File: src/rtl/qmon_pkg.sv
package qmon_pkg;
  localparam int QNUM_W = 16;
  localparam int MASK_W = 5;

  localparam int MB_SRC   = 0;
  localparam int MB_MODE  = 1;
  localparam int MB_QUEUE = 2;
  localparam int MB_LO    = 3;
  localparam int MB_HI    = 4;

  typedef enum logic [1:0] {
    SRC_COUNT = 2'd0,
    SRC_HEAD  = 2'd1,
    SRC_ACCUM = 2'd2,
    SRC_ALT   = 2'd3
  } src_e;

  typedef enum logic [2:0] {
    MODE_OFF   = 3'd0,
    MODE_PP    = 3'd1,
    MODE_THR   = 3'd2,
    MODE_WMARK = 3'd3,
    MODE_STARV = 3'd4
  } mode_e;

  typedef enum logic [1:0] {
    ZONE_IN    = 2'd0,
    ZONE_BELOW = 2'd1,
    ZONE_ABOVE = 2'd2
  } zone_e;
endpackage

File: src/rtl/qmon_cfg_regs.sv
module qmon_cfg_regs
  import qmon_pkg::*;
#(
  parameter int VAL_W = 32
) (
  input  logic              clk,
  input  logic              rst,
  input  logic              wr,
  input  logic [MASK_W-1:0] mask,
  input  logic [1:0]        src_in,
  input  logic [2:0]        mode_in,
  input  logic [QNUM_W-1:0] queue_in,
  input  logic [VAL_W-1:0]  lo_in,
  input  logic [VAL_W-1:0]  hi_in,
  output logic [1:0]        src_q,
  output logic [2:0]        mode_q,
  output logic [QNUM_W-1:0] queue_q,
  output logic [VAL_W-1:0]  lo_q,
  output logic [VAL_W-1:0]  hi_q,
  output logic              wr_d1
);
  logic [MASK_W-1:0] upd;
  assign upd = wr ? mask : '0;

  always_ff @(posedge clk) begin
    if (rst) begin
      src_q   <= '0;
      mode_q  <= '0;
      queue_q <= '0;
      lo_q    <= '0;
      hi_q    <= '0;
      wr_d1   <= 1'b0;
    end else begin
      wr_d1 <= wr;
      if (upd[MB_SRC])   src_q   <= src_in;
      if (upd[MB_MODE])  mode_q  <= mode_in;
      if (upd[MB_QUEUE]) queue_q <= queue_in;
      if (upd[MB_LO])    lo_q    <= lo_in;
      if (upd[MB_HI])    hi_q    <= hi_in;
    end
  end
endmodule

File: src/rtl/qmon_sampler.sv
module qmon_sampler
  import qmon_pkg::*;
#(
  parameter int NUM_Q = 8,
  parameter int VAL_W = 32
) (
  input  logic                   clk,
  input  logic                   rst,
  input  logic [QNUM_W-1:0]      sel_q,
  input  logic [1:0]             sel_src,
  input  logic [NUM_Q*VAL_W-1:0] elem_flat,
  input  logic [NUM_Q*VAL_W-1:0] head_flat,
  input  logic [NUM_Q*VAL_W-1:0] accum_flat,
  input  logic [NUM_Q-1:0]       push_in,
  input  logic [NUM_Q-1:0]       pop_in,
  output logic [VAL_W-1:0]       s1_val,
  output logic                   s1_push,
  output logic                   s1_pop,
  output logic                   s1_empty
);
  localparam int IDX_W = (NUM_Q > 1) ? $clog2(NUM_Q) : 1;

  logic [VAL_W-1:0] elem_a  [NUM_Q];
  logic [VAL_W-1:0] head_a  [NUM_Q];
  logic [VAL_W-1:0] accum_a [NUM_Q];

  for (genvar g = 0; g < NUM_Q; g++) begin : g_unpack
    assign elem_a[g]  = elem_flat [g*VAL_W +: VAL_W];
    assign head_a[g]  = head_flat [g*VAL_W +: VAL_W];
    assign accum_a[g] = accum_flat[g*VAL_W +: VAL_W];
  end

  logic             in_range;
  logic [IDX_W-1:0] idx;
  logic [VAL_W-1:0] cnt_sel, val_n;
  logic             push_n, pop_n, empty_n;

  assign in_range = ({16'd0, sel_q} < 32'(NUM_Q));
  assign idx      = sel_q[IDX_W-1:0];

  always_comb begin
    cnt_sel = '0;
    val_n   = '0;
    push_n  = 1'b0;
    pop_n   = 1'b0;
    empty_n = 1'b0;
    if (in_range) begin
      cnt_sel = elem_a[idx];
      push_n  = push_in[idx];
      pop_n   = pop_in[idx];
      empty_n = (cnt_sel == '0);
      case (src_e'(sel_src))
        SRC_HEAD:  val_n = head_a[idx];
        SRC_ACCUM: val_n = accum_a[idx];
        default:   val_n = cnt_sel;
      endcase
    end
  end

  always_ff @(posedge clk) begin
    if (rst) begin
      s1_val   <= '0;
      s1_push  <= 1'b0;
      s1_pop   <= 1'b0;
      s1_empty <= 1'b0;
    end else begin
      s1_val   <= val_n;
      s1_push  <= push_n;
      s1_pop   <= pop_n;
      s1_empty <= empty_n;
    end
  end
endmodule

File: src/rtl/qmon_engine.sv
module qmon_engine
  import qmon_pkg::*;
#(
  parameter int VAL_W = 32
) (
  input  logic             clk,
  input  logic             rst,
  input  logic [2:0]       mode,
  input  logic [VAL_W-1:0] lo,
  input  logic [VAL_W-1:0] hi,
  input  logic             hold,
  input  logic             rd,
  input  logic [VAL_W-1:0] s1_val,
  input  logic             s1_push,
  input  logic             s1_pop,
  input  logic             s1_empty,
  output logic             evt,
  output logic             irq,
  output logic [VAL_W-1:0] wmark
);
  zone_e zone_q, zone_n;
  logic  active, hit, ev_n, new_peak;

  always_comb begin
    case (mode_e'(mode))
      MODE_PP, MODE_THR, MODE_WMARK, MODE_STARV: active = 1'b1;
      default:                                   active = 1'b0;
    endcase
  end

  always_comb begin
    if (s1_val < lo)      zone_n = ZONE_BELOW;
    else if (s1_val > hi) zone_n = ZONE_ABOVE;
    else                  zone_n = ZONE_IN;
  end

  assign new_peak = (s1_val > wmark);

  always_comb begin
    case (mode_e'(mode))
      MODE_PP:    hit = s1_push | s1_pop;
      MODE_THR:   hit = (zone_n != ZONE_IN) && (zone_n != zone_q);
      MODE_WMARK: hit = new_peak;
      MODE_STARV: hit = s1_pop & s1_empty;
      default:    hit = 1'b0;
    endcase
  end

  assign ev_n = hit & active & ~hold;

  always_ff @(posedge clk) begin
    if (rst) begin
      evt    <= 1'b0;
      irq    <= 1'b0;
      wmark  <= '0;
      zone_q <= ZONE_IN;
    end else begin
      evt    <= ev_n;
      zone_q <= (mode_e'(mode) == MODE_THR && !hold) ? zone_n : ZONE_IN;
      if (!active) irq <= 1'b0;
      else         irq <= ev_n | (irq & ~rd);
      if (active) begin
        if (rd)
          wmark <= s1_val;
        else if (mode_e'(mode) == MODE_WMARK && !hold && new_peak)
          wmark <= s1_val;
      end
    end
  end
endmodule

File: src/rtl/queue_occ_monitor.sv
module queue_occ_monitor
  import qmon_pkg::*;
#(
  parameter int NUM_Q = 8,
  parameter int VAL_W = 32
) (
  input  logic                   clk,
  input  logic                   rst,
  input  logic                   cfg_wr,
  input  logic [4:0]             cfg_mask,
  input  logic [1:0]             cfg_src_in,
  input  logic [2:0]             cfg_mode_in,
  input  logic [15:0]            cfg_queue_in,
  input  logic [VAL_W-1:0]       cfg_lo_in,
  input  logic [VAL_W-1:0]       cfg_hi_in,
  input  logic [NUM_Q*VAL_W-1:0] q_elem_cnt,
  input  logic [NUM_Q*VAL_W-1:0] q_head_size,
  input  logic [NUM_Q*VAL_W-1:0] q_accum_size,
  input  logic [NUM_Q-1:0]       q_push,
  input  logic [NUM_Q-1:0]       q_pop,
  input  logic                   stat_rd,
  output logic                   mon_evt,
  output logic                   mon_irq,
  output logic [VAL_W-1:0]       stat_sample,
  output logic [VAL_W-1:0]       stat_wmark,
  output logic [1:0]             cur_src,
  output logic [2:0]             cur_mode,
  output logic [15:0]            cur_queue,
  output logic [VAL_W-1:0]       cur_lo,
  output logic [VAL_W-1:0]       cur_hi
);
  logic wr_d1, s1_push, s1_pop, s1_empty;

  qmon_cfg_regs #(.VAL_W(VAL_W)) u_cfg (
    .clk(clk), .rst(rst), .wr(cfg_wr), .mask(cfg_mask),
    .src_in(cfg_src_in), .mode_in(cfg_mode_in), .queue_in(cfg_queue_in),
    .lo_in(cfg_lo_in), .hi_in(cfg_hi_in),
    .src_q(cur_src), .mode_q(cur_mode), .queue_q(cur_queue),
    .lo_q(cur_lo), .hi_q(cur_hi), .wr_d1(wr_d1)
  );

  qmon_sampler #(.NUM_Q(NUM_Q), .VAL_W(VAL_W)) u_smp (
    .clk(clk), .rst(rst), .sel_q(cur_queue), .sel_src(cur_src),
    .elem_flat(q_elem_cnt), .head_flat(q_head_size), .accum_flat(q_accum_size),
    .push_in(q_push), .pop_in(q_pop),
    .s1_val(stat_sample), .s1_push(s1_push), .s1_pop(s1_pop), .s1_empty(s1_empty)
  );

  qmon_engine #(.VAL_W(VAL_W)) u_eng (
    .clk(clk), .rst(rst), .mode(cur_mode), .lo(cur_lo), .hi(cur_hi),
    .hold(wr_d1), .rd(stat_rd), .s1_val(stat_sample),
    .s1_push(s1_push), .s1_pop(s1_pop), .s1_empty(s1_empty),
    .evt(mon_evt), .irq(mon_irq), .wmark(stat_wmark)
  );
endmodule

File: config.mk
export PLATFORM = sky130hd
export DESIGN_NAME = queue_occ_monitor
export DESIGN_NICKNAME = d
export VERILOG_FILES = /design/src/rtl/qmon_pkg.sv /design/src/rtl/qmon_cfg_regs.sv /design/src/rtl/qmon_sampler.sv /design/src/rtl/qmon_engine.sv /design/src/rtl/queue_occ_monitor.sv
export SDC_FILE = /design/constraint.sdc
export NUM_CORES = 1
export LEC_CHECK = 0
export BUFFER_PORTS_ARGS = -buffer_cell sky130_fd_sc_hd__buf_2
export CELL_PAD_IN_SITES_DETAIL_PLACEMENT = 0
export CELL_PAD_IN_SITES_GLOBAL_PLACEMENT = 1
export CORE_AREA = 10 10 395 397
export DETAILED_ROUTE_END_ITERATION = 12
export DIE_AREA = 0 0 405 407
export PLACE_DENSITY = 0.39
export SETUP_SLACK_MARGIN = 0.5
export SLEW_MARGIN = 20
export SYNTH_ARGS = -nofsm -noshare
export SYNTH_HDL_FRONTEND = slang
export SYNTH_HIERARCHICAL = 1
export SYNTH_SLANG_ARGS = --single-unit
File: constraint.sdc
create_clock -name clk -period 2.4 [get_ports clk]
set_clock_uncertainty 0.2 [all_clocks]
set_input_delay 0.12 -clock clk [delete_from_list [all_inputs] [get_ports clk]]
set_output_delay 0.12 -clock clk [all_outputs]
set_load 0.02 [all_outputs]
# Word level (Yosys, flattened, before mapping)
# Index checks and enable logic that the tools add are counted.
op_classes:
  n_addsub: 0
  mul: 0
  div: 0
  magnitude_cmp: 6
  eq_ne: 7
  shifts: 0
  n_mux: 21
  n_bitwise: 12
  n_reduce_logical: 13
op_table:
  columns: ["operator", "n"]
  rows:
  - ["$bmux W32 S3", 3]
  - ["$mux W32", 8]
  - ["$gt A32 B32 Y1", 2]
  - ["$pmux W32 S2", 1]
  - ["$logic_not A32 Y1", 1]
  - ["$lt A32 B32 Y1", 1]
  - ["$lt A16 B4 Y1 const B", 1]
  - ["$bmux W1 S3", 2]
  - ["$eq A3 B2 Y1 const B", 2]
  - ["$reduce_or A2 Y1", 3]
  - ["$mux W5", 1]
  - ["$not A1 Y1", 5]
  - ["$and A1 B1 Y1", 4]
  - ["$ge A4 B4 Y1 const B", 1]
  - ["$logic_and A1 B1 Y1", 4]
  - ["$lt A3 B4 Y1 const B", 1]
  - ["$mux W2", 2]
  - ["$not A3 Y4", 1]
  - ["$pmux W1 S4", 1]
  - ["$reduce_bool A2 Y1", 2]
  - ["$reduce_or A4 Y1", 1]
  - ["$eq A3 B1 Y1 const B", 1]
  - ["$eq A3 B3 Y1 const B", 1]
  - ["$mux W1", 3]
  - ["6 further kinds", 7]
totals:
  reg_bits: 157
  latchBits: 0
  ram_bits: 0
  mem_bits_ro: 0
  output_inout_bits: 151
  mem_count: 0

# Depth between registers and ports, before layout
logic_depth:
  word_depth: 9
  depth_mapped: 10
  depth_no_buf: 9

# Hierarchy
# The synthesis kept the hierarchy.
modules_own_cells:
  columns: ["module", "instances", "cells_each", "area_per_inst_um2"]
  rows:
  - ["qmon_sampler", 1, 607, 7399.6]
  - ["qmon_engine", 1, 502, 4103.9]
  - ["qmon_cfg_regs", 1, 388, 3674.8]

# Worst setup path after synthesis
# Ideal clock, no wire load.
synth_path:
  path_type: "register to register"
  start: "register u_eng.wmark[14]"
  end: "register u_eng.wmark[0]"
  setup_time_ps: 120
  arrival_ps: 2122
  required_time_ps: 2080
  slack_ps: -41
  path_stages_with_launch: 11
  cell_sequence: "dfxtp_1 > inv_1 > ha_1 > a21oi_1 > nand2_1 > a221o_1 > a211o_1 > a22oi_2 > o21ai_2 > buf_6 > mux2i_1"
synth_between:
  elab_chain_len: 4
synth_lines:
  columns: ["item", "line", "text"]
  rows:
  - ["start, declared", "qmon_engine.sv:19", "output logic [VAL_W-1:0] wmark"]
  - ["start signal, assigned", "qmon_engine.sv:64", "wmark <= s1_val;"]
  - ["start signal, assigned", "qmon_engine.sv:66", "wmark <= s1_val;"]
  - ["$gt A32 B32 Y1", "qmon_engine.sv:37", "assign new_peak = (s1_val > wmark);"]
  - ["$logic_and A1 B1 Y1", "qmon_engine.sv:65", "else if (mode_e'(mode) == MODE_WMARK && !hold && new_peak)"]
  - ["$reduce_bool A2 Y1 (no source line)", null, null]
  - ["$reduce_and A2 Y1 (no source line)", null, null]
# No other way between the ends.
# A chain may end at the register's enable or synchronous reset.

# Final worst setup path
layout_path:
  start: "register u_smp.s1_val[30]"
  end: "register u_eng.wmark[13]"
layout_between:
  elab_chain_len: 4
layout_lines:
  columns: ["item", "line", "text"]
  rows:
  - ["start, declared", "qmon_sampler.sv:16", "output logic [VAL_W-1:0] s1_val,"]
  - ["start signal, assigned", "qmon_sampler.sv:67", "s1_val <= val_n;"]
  - ["$gt A32 B32 Y1", "qmon_engine.sv:37", null]
  - ["$logic_and A1 B1 Y1", "qmon_engine.sv:65", null]
  - ["$reduce_bool A2 Y1 (no source line)", null, null]
  - ["$reduce_and A2 Y1 (no source line)", null, null]
# No other way between the ends.

==> metrics.txt <==
status=finished, violations left; failing checks=setup timing; leakage power=12.6 nW; maximum VDD drop=around 550 uV; Crit path top cell by count=buf_4; Final Hold Viols=0; number of synthesized register bits=157; # DRC=0; post-synth cell types=56; TritonCTS clock tree=built; setup ws final=-0.350 ns; Max Cap Violations=0; Crit path largest cell delay=0.33 ns; latest clock arrival within the worst-skew pair=0.51 ns; IO Port Bufs=about 1000; first-pass GRT wire length=198000 um; Tot Pwr=11.1 mW; area grow syn2layout=95.5%; First-pass DRT Iterations=7; Longest Clk Path Bufs=2; IO Count=1029; post-DP HPWL=approximately 140000 um; clock root buffer=clkbuf_16; Worst Path Required=2.60 ns; r2r startpoint=u_smp/s1_val[30]$_SDFF_PP0_; die height=407 um; Synth top area share=0.249; Die X=405 um; type of the worst setup path=flop to flop; final wirelength=156000 um; drt via density=3.90; CP Launch Type=flop; most common cell in the netlist=mux4_2; number of flops mapped to enable cells by yosys=0; Post-Synthesis Cells=between 1000 and 1500; Worst Setup SP=u_smp/s1_val[30]$_SDFF_PP0_; Critical Path AT=2.95 ns; prevailing post-synth register cell=dfxtp_1; vias post-DR=19100; core footprint=around 0.15 mm2; clock-pin slew on the worst setup and hold paths=0.09 ns; H-tree depth=4; largest net degree at the start of global routing=84; Final Util=0.201; Setup WS pre-CTS=-0.835 ns; Post-synth ARST share=0; minimum clock period=roughly 2.7 ns; top cells by count, synth=mux4_2 (168), dfxtp_1 (157), a21oi_1 (151); post-synthesis sequential area ratio=0.207; final setup violation count=between 60 and 70; antenna-violating nets left=0; vias in the first global route=between 20000 and 25000; Initial Util=0.103; worst-path cell chain=buf_12, buf_8, ha_4, nand4_1, nor4_2, a31oi_1, buf_4, a22oi_2, o21ai_4, buf_4, buf_6, mux2i_1; Slew @ Worst Pin=1.00 ns; slowest CP cell=dfxtp_2; die area=0.165 mm2; proportion of layout cells with a drive suffix above 1=0.691; Sink Count=157; final setup TNS=-16.80 ns; PwrDens=375 mW/mm2; drt initial violations=1174; total grt overflow=0; crit end category=flop; row cnt=about 140; Final Cycle Share=1.15; Area contributors post-synth=mux4_2 (25%), dfxtp_1 (21%), ha_1 (8.0%); Fmax achieved=0.364 GHz; crit-path max FO=6; Max transition margin=0.333; Worst Hold Launch=cfg_mask[4]; Synth warnings=6; total track usage=0.180; HP Class=input port to flop; critical path's top delay family=buffers and inverters; syn_nets=2472; Layout Nets=3917; GP Congestion=0.874; WL/cell=31.8 um; syn_area_per_cell=10.1 um2; CP bufs+invs=5; RSZ-0062 raised after global routing=yes; CTS buffer count=17; Netlist Area Pre-Place=0.0152 mm2; Final Max Slew Viols=0; antenna violations before repair=158; Yosys top cell by area=mux4_2
## where the power goes
part	internal, mW	leakage [nW]	switching (mW)	total, mW
Sequential	2.70	1.33	0.125	2.83
Combinational	2.73	11.0	2.63	5.36
Clock	1.46	0.277	1.49	2.95
## layer usage
layer	GRT usage	routed length, um
met4	0.0134	1730
met5	0	690
met2	0.329	80100
met3	0.0710	12900
met1	0.203	60600
## cells in the final DEF, fill, tap and decap left out, types with 74 or more instances in the layout
cell           instances
a21bo_2               75
a21oi_1              126
buf_2               1025
buf_4                295
dfxtp_1               74
dlygate4sd3_1        125
inv_1                 85
mux2i_1               87
mux4_2               168
nand3_1               94
## kinds of logic after synthesis
group	Yosys count	share of synthesized area
compound gates	347	0.164
fa+ha+maj	97	0.0800
mux	326	0.359
buf+inv	231	0.0736
xor+xnor	1	0.000577
simple gates	338	0.116
flops	157	0.207
## worst reg2reg max path, stage by stage (launching register included)
cell	delay (ns)
dfxtp_2	0.33
buf_12	0.13
buf_8	0.13
ha_4	0.26
nand4_1	0.17
nor4_2	0.32
a31oi_1	0.13
buf_4	0.15
a22oi_2	0.23
o21ai_4	0.16
buf_4	0.18
buf_6	0.14
mux2i_1	0.12
## path summary, 6_finish.rpt
| path | end | slack, ns | cells past startpoint |
|---|---|---|---|
| setup / recovery | u_eng/wmark[13]$_SDFFE_PP0P_ | -0.35 | 12 |
| setup reg to reg | u_eng/wmark[13]$_SDFFE_PP0P_ | -0.35 | 12 |
| hold / removal | u_cfg/hi_q[2]$_SDFFE_PP0P_ | 0.03 | 3 |
| hold reg to reg | u_eng/wmark[29]$_SDFFE_PP0P_ | 0.32 | 2 |
## cell type report
class / count / area, um2
Clock inverter: 12 / 126
Sequential cell: 157 / 3340
Clock buffer: 20 / 437
Tap cell: 1930 / 2410
Fill cell: 16500 / 118000
Inverter: 98 / 368
Timing Repair Buffer: 1559 / 10700
Antenna cell: 25 / 62.6
Multi-Input combinational cell: 1109 / 12300
## registers in the layout (all words and copies together) (netlist names)
register / cells
u_smp/s1_push: 1
u_cfg/queue_q: 16
u_eng/evt: 1
u_cfg/hi_q: 32
u_smp/s1_empty: 1
u_cfg/mode_q: 3
u_smp/s1_pop: 1
u_eng/zone_q: 2
u_smp/s1_val: 32
u_eng/irq: 1
u_cfg/src_q: 2
u_eng/wmark: 32
u_cfg/wr_d1: 1
u_cfg/lo_q: 32
## metrics by stage
stage,cells,hold slack [ns],cell area [um2]
CTS,4855,0.000444,28800
detailed placement,4653,0.170,25500
global route,4891,0.0174,29600
floorplan,1497,0.0571,15800
finish,4910,0.0316,29700
global placement,4653,0.179,25500
## repair_timing
| item | in CTS | in global routing |
|---|---|---|
| endpoints found under the setup margin | 73 | 74 |
| hold buffers | 125 | 0 |
| pin swaps | 38 | 47 |
| buffers inserted | 34 | 24 |
| cloned | 11 | 6 |
| resized for setup | 201 | 100 |
| hold endpoints to repair | 87 | 0 |
(Power assumes the default switching activity.)
